`src/rtl/rtc_lp_pkg.sv`:
```
package rtc_lp_pkg;
    localparam int unsigned REG_W  = 32;
    localparam int unsigned ADDR_W = 8;

    // Register byte offsets decoded by software
    localparam logic [ADDR_W-1:0] OFS_CTRL   = 8'h04;
    localparam logic [ADDR_W-1:0] OFS_STAT   = 8'h18;
    localparam logic [ADDR_W-1:0] OFS_CNT_HI = 8'h1C;
    localparam logic [ADDR_W-1:0] OFS_CNT_LO = 8'h20;
    localparam logic [ADDR_W-1:0] OFS_ALARM  = 8'h24;
    localparam logic [ADDR_W-1:0] OFS_GUARD  = 8'h30;

    // Control register bit positions
    localparam int unsigned CB_RUN  = 0;
    localparam int unsigned CB_ALM  = 1;
    localparam int unsigned CB_WAKE = 3;

    // Index of each enable inside the internal enable vector
    localparam int unsigned EN_N    = 3;
    localparam int unsigned IX_RUN  = 0;
    localparam int unsigned IX_ALM  = 1;
    localparam int unsigned IX_WAKE = 2;
endpackage

```
`src/rtl/rtc_tick_gen.sv`:
```
module rtc_tick_gen #(
    parameter int unsigned SYNC_FF = 2
) (
    input  logic clk,
    input  logic rst_n,
    input  logic slow_clk_i,
    output logic tick_o
);
    typedef struct packed {
        logic [SYNC_FF-1:0] sync;
        logic               prev;
    } tick_st_t;

    tick_st_t s_d, s_q;

    always_comb begin
        s_d      = s_q;
        s_d.sync = {s_q.sync[SYNC_FF-2:0], slow_clk_i};
        s_d.prev = s_q.sync[SYNC_FF-1];
    end

    always_ff @(posedge clk or negedge rst_n) begin
        if (!rst_n) s_q <= '0;
        else        s_q <= s_d;
    end

    // One bus-clock pulse per rising slow edge
    assign tick_o = s_q.sync[SYNC_FF-1] & ~s_q.prev;
endmodule

```
`src/rtl/rtc_en_delay.sv`:
```
module rtc_en_delay #(
    parameter int unsigned WIDTH = 3,
    parameter int unsigned DEPTH = 3
) (
    input  logic             clk,
    input  logic             rst_n,
    input  logic             tick_i,
    input  logic [WIDTH-1:0] req_i,
    output logic [WIDTH-1:0] eff_o
);
    typedef struct packed {
        logic [DEPTH-1:0][WIDTH-1:0] stg;
    } dly_st_t;

    dly_st_t s_d, s_q;

    always_comb begin
        s_d = s_q;
        if (tick_i) begin
            s_d.stg[0] = req_i;
            for (int i = 1; i < DEPTH; i++) begin
                s_d.stg[i] = s_q.stg[i-1];
            end
        end
    end

    always_ff @(posedge clk or negedge rst_n) begin
        if (!rst_n) s_q <= '0;
        else        s_q <= s_d;
    end

    // enables act DEPTH slow edges after they are written
    assign eff_o = s_q.stg[DEPTH-1];
endmodule

```
`src/rtl/rtc_time_core.sv`:
```
module rtc_time_core #(
    parameter int unsigned CNT_W  = 47,
    parameter int unsigned FRAC_W = 15,
    parameter int unsigned REG_W  = 32
) (
    input  logic                    clk,
    input  logic                    rst_n,
    input  logic                    tick_i,
    input  logic                    run_i,
    input  logic                    alarm_en_i,
    input  logic                    lo_we_i,
    input  logic                    hi_we_i,
    input  logic                    alarm_we_i,
    input  logic                    stat_clr_i,
    input  logic [REG_W-1:0]        wdata_i,
    output logic [CNT_W-1:0]        count_o,
    output logic [CNT_W-FRAC_W-1:0] alarm_o,
    output logic                    flag_o
);
    localparam int unsigned SEC_W = CNT_W - FRAC_W;
    localparam int unsigned HI_W  = CNT_W - REG_W;

    typedef struct packed {
        logic [CNT_W-1:0] cnt;
        logic [SEC_W-1:0] alarm;
        logic             flag;
    } core_st_t;

    core_st_t         s_d, s_q;
    logic [CNT_W-1:0] cnt_inc;
    logic             sec_roll;
    logic             hit;

    always_comb begin
        s_d      = s_q;
        cnt_inc  = s_q.cnt + 1'b1;
        sec_roll = (cnt_inc[FRAC_W-1:0] == '0);
        hit      = tick_i && run_i && alarm_en_i && sec_roll &&
                   (cnt_inc[CNT_W-1:FRAC_W] == s_q.alarm);

        // count on ticks while running, load only while stopped
        if (tick_i && run_i) begin
            s_d.cnt = cnt_inc;
        end else if (!run_i) begin
            if (lo_we_i) s_d.cnt[REG_W-1:0]     = wdata_i;
            if (hi_we_i) s_d.cnt[CNT_W-1:REG_W] = wdata_i[HI_W-1:0];
        end

        // alarm value frozen while the alarm is live
        if (alarm_we_i && !alarm_en_i) s_d.alarm = wdata_i[SEC_W-1:0];

        // a set in the same cycle as a clear wins
        if (stat_clr_i) s_d.flag = 1'b0;
        if (hit)        s_d.flag = 1'b1;
    end

    always_ff @(posedge clk or negedge rst_n) begin
        if (!rst_n) s_q <= '0;
        else        s_q <= s_d;
    end

    assign count_o = s_q.cnt;
    assign alarm_o = s_q.alarm;
    assign flag_o  = s_q.flag;
endmodule

```
`src/rtl/rtc_lp_top.sv`:
```
module rtc_lp_top
    import rtc_lp_pkg::*;
#(
    parameter int unsigned CNT_W    = 47,
    parameter int unsigned FRAC_W   = 15,
    parameter int unsigned SYNC_FF  = 2,
    parameter int unsigned EN_DELAY = 3
) (
    input  logic              clk,
    input  logic              rst_n,
    input  logic              slow_clk_i,
    input  logic              bus_we_i,
    input  logic [ADDR_W-1:0] bus_addr_i,
    input  logic [REG_W-1:0]  bus_wdata_i,
    output logic [REG_W-1:0]  bus_rdata_o,
    output logic              irq_o
);
    localparam int unsigned SEC_W = CNT_W - FRAC_W;
    localparam int unsigned HI_W  = CNT_W - REG_W;

    typedef struct packed {
        logic [EN_N-1:0]  req;
        logic [REG_W-1:0] guard;
    } regs_t;

    regs_t            r_d, r_q;
    logic             tick;
    logic [EN_N-1:0]  en_eff;
    logic [CNT_W-1:0] count;
    logic [SEC_W-1:0] alarm_val;
    logic             alarm_flag;
    logic             wr_lo, wr_hi, wr_alarm, wr_stat_clr;

    assign wr_lo       = bus_we_i && (bus_addr_i == OFS_CNT_LO);
    assign wr_hi       = bus_we_i && (bus_addr_i == OFS_CNT_HI);
    assign wr_alarm    = bus_we_i && (bus_addr_i == OFS_ALARM);
    assign wr_stat_clr = bus_we_i && (bus_addr_i == OFS_STAT) && bus_wdata_i[0];

    always_comb begin
        r_d = r_q;
        if (bus_we_i && bus_addr_i == OFS_CTRL) begin
            r_d.req[IX_RUN]  = bus_wdata_i[CB_RUN];
            r_d.req[IX_ALM]  = bus_wdata_i[CB_ALM];
            r_d.req[IX_WAKE] = bus_wdata_i[CB_WAKE];
        end

        if (bus_we_i && bus_addr_i == OFS_GUARD) r_d.guard = bus_wdata_i;
    end

    always_ff @(posedge clk or negedge rst_n) begin
        if (!rst_n) r_q <= '0;
        else        r_q <= r_d;
    end

    rtc_tick_gen #(.SYNC_FF(SYNC_FF)) u_tick (
        .clk       (clk),
        .rst_n     (rst_n),
        .slow_clk_i(slow_clk_i),
        .tick_o    (tick)
    );

    rtc_en_delay #(.WIDTH(EN_N), .DEPTH(EN_DELAY)) u_dly (
        .clk   (clk),
        .rst_n (rst_n),
        .tick_i(tick),
        .req_i (r_q.req),
        .eff_o (en_eff)
    );

    rtc_time_core #(.CNT_W(CNT_W), .FRAC_W(FRAC_W), .REG_W(REG_W)) u_core (
        .clk       (clk),
        .rst_n     (rst_n),
        .tick_i    (tick),
        .run_i     (en_eff[IX_RUN]),
        .alarm_en_i(en_eff[IX_ALM]),
        .lo_we_i   (wr_lo),
        .hi_we_i   (wr_hi),
        .alarm_we_i(wr_alarm),
        .stat_clr_i(wr_stat_clr),
        .wdata_i   (bus_wdata_i),
        .count_o   (count),
        .alarm_o   (alarm_val),
        .flag_o    (alarm_flag)
    );

    // halves are read live, never latched together
    always_comb begin
        bus_rdata_o = '0;
        case (bus_addr_i)
            OFS_CTRL: begin
                bus_rdata_o[CB_RUN]  = en_eff[IX_RUN];
                bus_rdata_o[CB_ALM]  = r_q.req[IX_ALM];
                bus_rdata_o[CB_WAKE] = r_q.req[IX_WAKE];
            end
            OFS_STAT:   bus_rdata_o[0]        = alarm_flag;
            OFS_CNT_HI: bus_rdata_o[HI_W-1:0] = count[CNT_W-1:REG_W];
            OFS_CNT_LO: bus_rdata_o           = count[REG_W-1:0];
            OFS_ALARM:  bus_rdata_o           = alarm_val;
            OFS_GUARD:  bus_rdata_o           = r_q.guard;
            default:    bus_rdata_o           = '0;
        endcase
    end


    assign irq_o = alarm_flag & en_eff[IX_ALM] & en_eff[IX_WAKE];
endmodule

```
`config.mk`:
```
export PLATFORM = sky130hd
export DESIGN_NAME = rtc_lp_top
export DESIGN_NICKNAME = d
export VERILOG_FILES = /design/src/rtl/rtc_lp_pkg.sv /design/src/rtl/rtc_tick_gen.sv /design/src/rtl/rtc_en_delay.sv /design/src/rtl/rtc_time_core.sv /design/src/rtl/rtc_lp_top.sv
export SDC_FILE = /design/constraint.sdc
export NUM_CORES = 1
export LEC_CHECK = 0
export BUFFER_PORTS_ARGS = -buffer_cell sky130_fd_sc_hd__buf_2
export CORE_AREA = 2 2 131 133
export CTS_BUF_LIST = sky130_fd_sc_hd__clkbuf_2
export CTS_CLUSTER_SIZE = 40
export DETAILED_ROUTE_END_ITERATION = 8
export DIE_AREA = 0 0 133 135
export HOLD_SLACK_MARGIN = 0.08
export PLACE_DENSITY_LB_ADDON = 0.08
export SYNTH_ARGS = -nofsm -noshare
export SYNTH_HDL_FRONTEND = slang
export SYNTH_SLANG_ARGS = --single-unit
```
`constraint.sdc`:
```
create_clock -name clk -period 6.7 [get_ports clk]
set_input_delay 0 -clock clk [delete_from_list [all_inputs] [get_ports clk]]
set_output_delay 0 -clock clk [all_outputs]
set_load 0.005 [all_outputs]
```
==> reports/metrics.cfg <==
[status]
status=completed

[synthesis]
synth-compound-area-share_pct=13.8
synth_mux_area_share_pct=15.0
synth.distinct_cells=60
ys.flop_type=dfrtp_1
synth_top_family_by_area=simple AND/OR/NAND/NOR gates
synth-edff-count=0
synth_fa_ha_area_share_pct=0.154
postSynthAreaPerCell_sq_um=9.25
synthSimpleGateAreaFrac_pct=22.2
synth_area_sq_um=8120
async_flop_share_pct=100
seq_area_frac_synth_pct=39.2
syn_nets=922
ys_warn_count=0
syn_inst=877
synthXorXnorAreaFrac_pct=5.61
synth-seq-cells=127

[layout]
areaGrowthSynthToFinish_pct=20.3
nets=1046
final_util_pct=59.5
final_cell_mix=dfrtp_1, nand2_1, dlygate4sd3_1, mux2_2, buf_2
final_common_cell=dfrtp_1
fillers=1457
drive_gt1_share_pct=21.6
stdcell_count=1235
post-route-cell-area_sq_um=9760

[floorplan]
die_h_um=135
rows=47
core_area_sq_um=16400
die_w_um=133
die_area_sq_um=18000
io_pins=77
initial_core_util_pct=49.5

[power]
combPwrFrac_pct=24.0
clock_power_share_pct=25.0
power.share.switching_pct=40.6
p_per_area_nw_per_um2=223
intPower_mw=1.29
p_leak_nw=4.25
p_sw_mw=0.883
ir_drop_uv=188
p_seq_share_pct=51.0

[place]
gp_congestion=1.03
dp.cells=1114
placed_cell_area_sq_um=8600
numPortBuffers=76
place_hpwl_mm=21.4

[min_path]
min_path_type=in2reg
worstHoldPathCells=3

[run]
drv_cap=0

[global_route]
grt_pass1_wl_mm=46.9
busiest_layer=met2
grt_max_degree=75
grtUsageTotal_pct=34.9
grt_pass1_vias=7777
grt_use_met3_pct=8.48
use_met2_pct=58.9
grt_util_met1_pct=44.5
overflow=0
antenna_found_initial=2

[worst_setup_path]
cp_slowest_cell=nor2b_1
slowest_delay_ns=0.89
cp-start-kind=flip-flop
path_class=reg2reg
crit_arrival_ns=3.92
path_max_fanout=31
critPathCaptureType=flip-flop
r2r_cells=7
worstPathRequired_ns=7.31
cp_cell_sequence=nor2b_1 -> and2_1 -> buf_4 -> nor2_1 -> a21oi_1 -> nand2b_1 -> o311ai_0

[detailed_routing]
wl_mm=30.7
routedWlPerCell_um=24.8
dr.pass1.iters=9
drc=0
routed_via_density=6.38
initialDrtViolationCount=768
ant_nets=0
num_vias=7884

[sta]
hold_viol=0
setup_viol=0
timing.fmax_mhz=302
fin_crit_ns=3.32
max_slew.worst_pin.slew_ns=1.40
skew_ns=0.0499
fin_hold_ws_ns=0.112
rsz0062_at_grt=false
finalMaxSlewViolations=0
finalSetupTns_ns=0
timing.final.crit_share_pct=49.5
max-slew-margin-rel_pct=6.31

[cts]
post_cts_buffers=0
clk_path_buf_depth=2
cts_tree=done
cts_inserted_buffers=17
cts.sinks=127
cts_root_buf=clkbuf_2
clk_pin_slew_ns=0.26
cts_max_level=4
clk_latency_ns=0.75

==> metal layers <==
metal | up-vias | part of all wire, %
li1 | 3502 | -
met1 | 3936 | 41
met2 | 382 | 49
met3 | 62 | 7.3
met4 | 2 | 2.6
met5 | - | 0.036
==> worst max-delay path, delay by kind of cell (launching register included) <==
kind	cells	cell delay (ns)
AO/OA/AOI/OAI	2	0.34
buffers and inverters	1	0.44
AND/OR/NAND/NOR	4	1.99
flip-flops	1	0.40
==> final cells by class <==
class                   instances  area (sq um)  area share [%]
clock inverters                15           173            1.77
diodes                          1          2.50          0.0256
multi-input cells             667          4620            47.4
flip-flops and latches        127          3180            32.6
inverters                      11          41.3           0.423
repair buffers                177          1380            14.2
well taps                     220           275            2.82
clock buffers                  17          85.1           0.872
==> worst paths after layout <==
path	to	slack (ns)	from
max	u_core.count_o[24]	3.38	u_tick.s_d[0]
min reg2reg	u_tick.s_d[0]	0.40	u_tick.s_d[2]
max reg2reg	u_core.count_o[24]	3.38	u_tick.s_d[0]
min in group asynchronous	u_core.alarm_o[24]	0.34	rst_n
min	r_q[12]	0.11	bus_wdata_i[12]
max in group asynchronous	u_core.count_o[17]	5.43	rst_n
==> logic make-up after synthesis <==
logic type               Yosys count
AO/OA/AOI/OAI                    168
XOR/XNOR                          52
adder cells (fa/ha/maj)            1
buffers and inverters             83
flip-flops                       127
multiplexers                     112
AND/OR/NAND/NOR                  334
==> cells in the mapped netlist, types with 7 or more instances <==
master,count,area [sq um]
dfrtp_1,127,3180
nand2_1,105,394
mux2_2,77,867
nor2_1,60,225
o21ai_0,54,270
clkbuf_1,52,195
xnor2_1,36,315
mux2i_1,35,350
a21oi_1,34,170
nand4_1,32,200
nor4_1,29,181
nand3_1,24,120
a221o_1,20,200
and4_1,18,158
xor2_1,16,140
nor3_1,12,60.1
inv_1,11,41.3
o311ai_0,11,96.3
a31oi_1,10,62.6
and3_1,10,62.6
buf_1,9,33.8
buf_2,9,45.0
and2_1,7,43.8
o22ai_1,7,43.8
==> power by group through the flow <==
stage          sequential [mW]  combinational (mW)  clock, mW
2_1_floorplan            0.946               0.448          0
3_3_place_gp              1.10               0.462          0
3_5_place_dp              1.11               0.468          0
4_1_cts                   1.10               0.513      0.547
5_1_grt                   1.13               0.570      0.583
6_report                  1.11               0.522      0.543
==> stage by stage <==
stage                     setup slack, ns  power [mW]
final                                3.38        2.18
after global routing                 3.18        2.28
after CTS                            3.37        2.16
after detailed placement             3.44        1.58
after global placement               3.51        1.57
after floorplan                      4.33        1.39
==> sequential cells by signal, indices dropped and copies added, names as in the netlist <==
register        flops
r_q                35
u_core.flag_o       1
u_core.count_o     47
u_tick.s_d          2
u_tick.s_q          1
u_core.alarm_o     32
u_dly.eff_o         3
u_dly.s_q           6
==> repair_timing <==
| item | CTS | global route |
|---|---|---|
| resized for setup | 0 | 0 |
| hold endpoints to repair | 243 | 0 |
| hold buffers | 88 | 0 |
No activity file was read; power rests on OpenSTA's default activity.
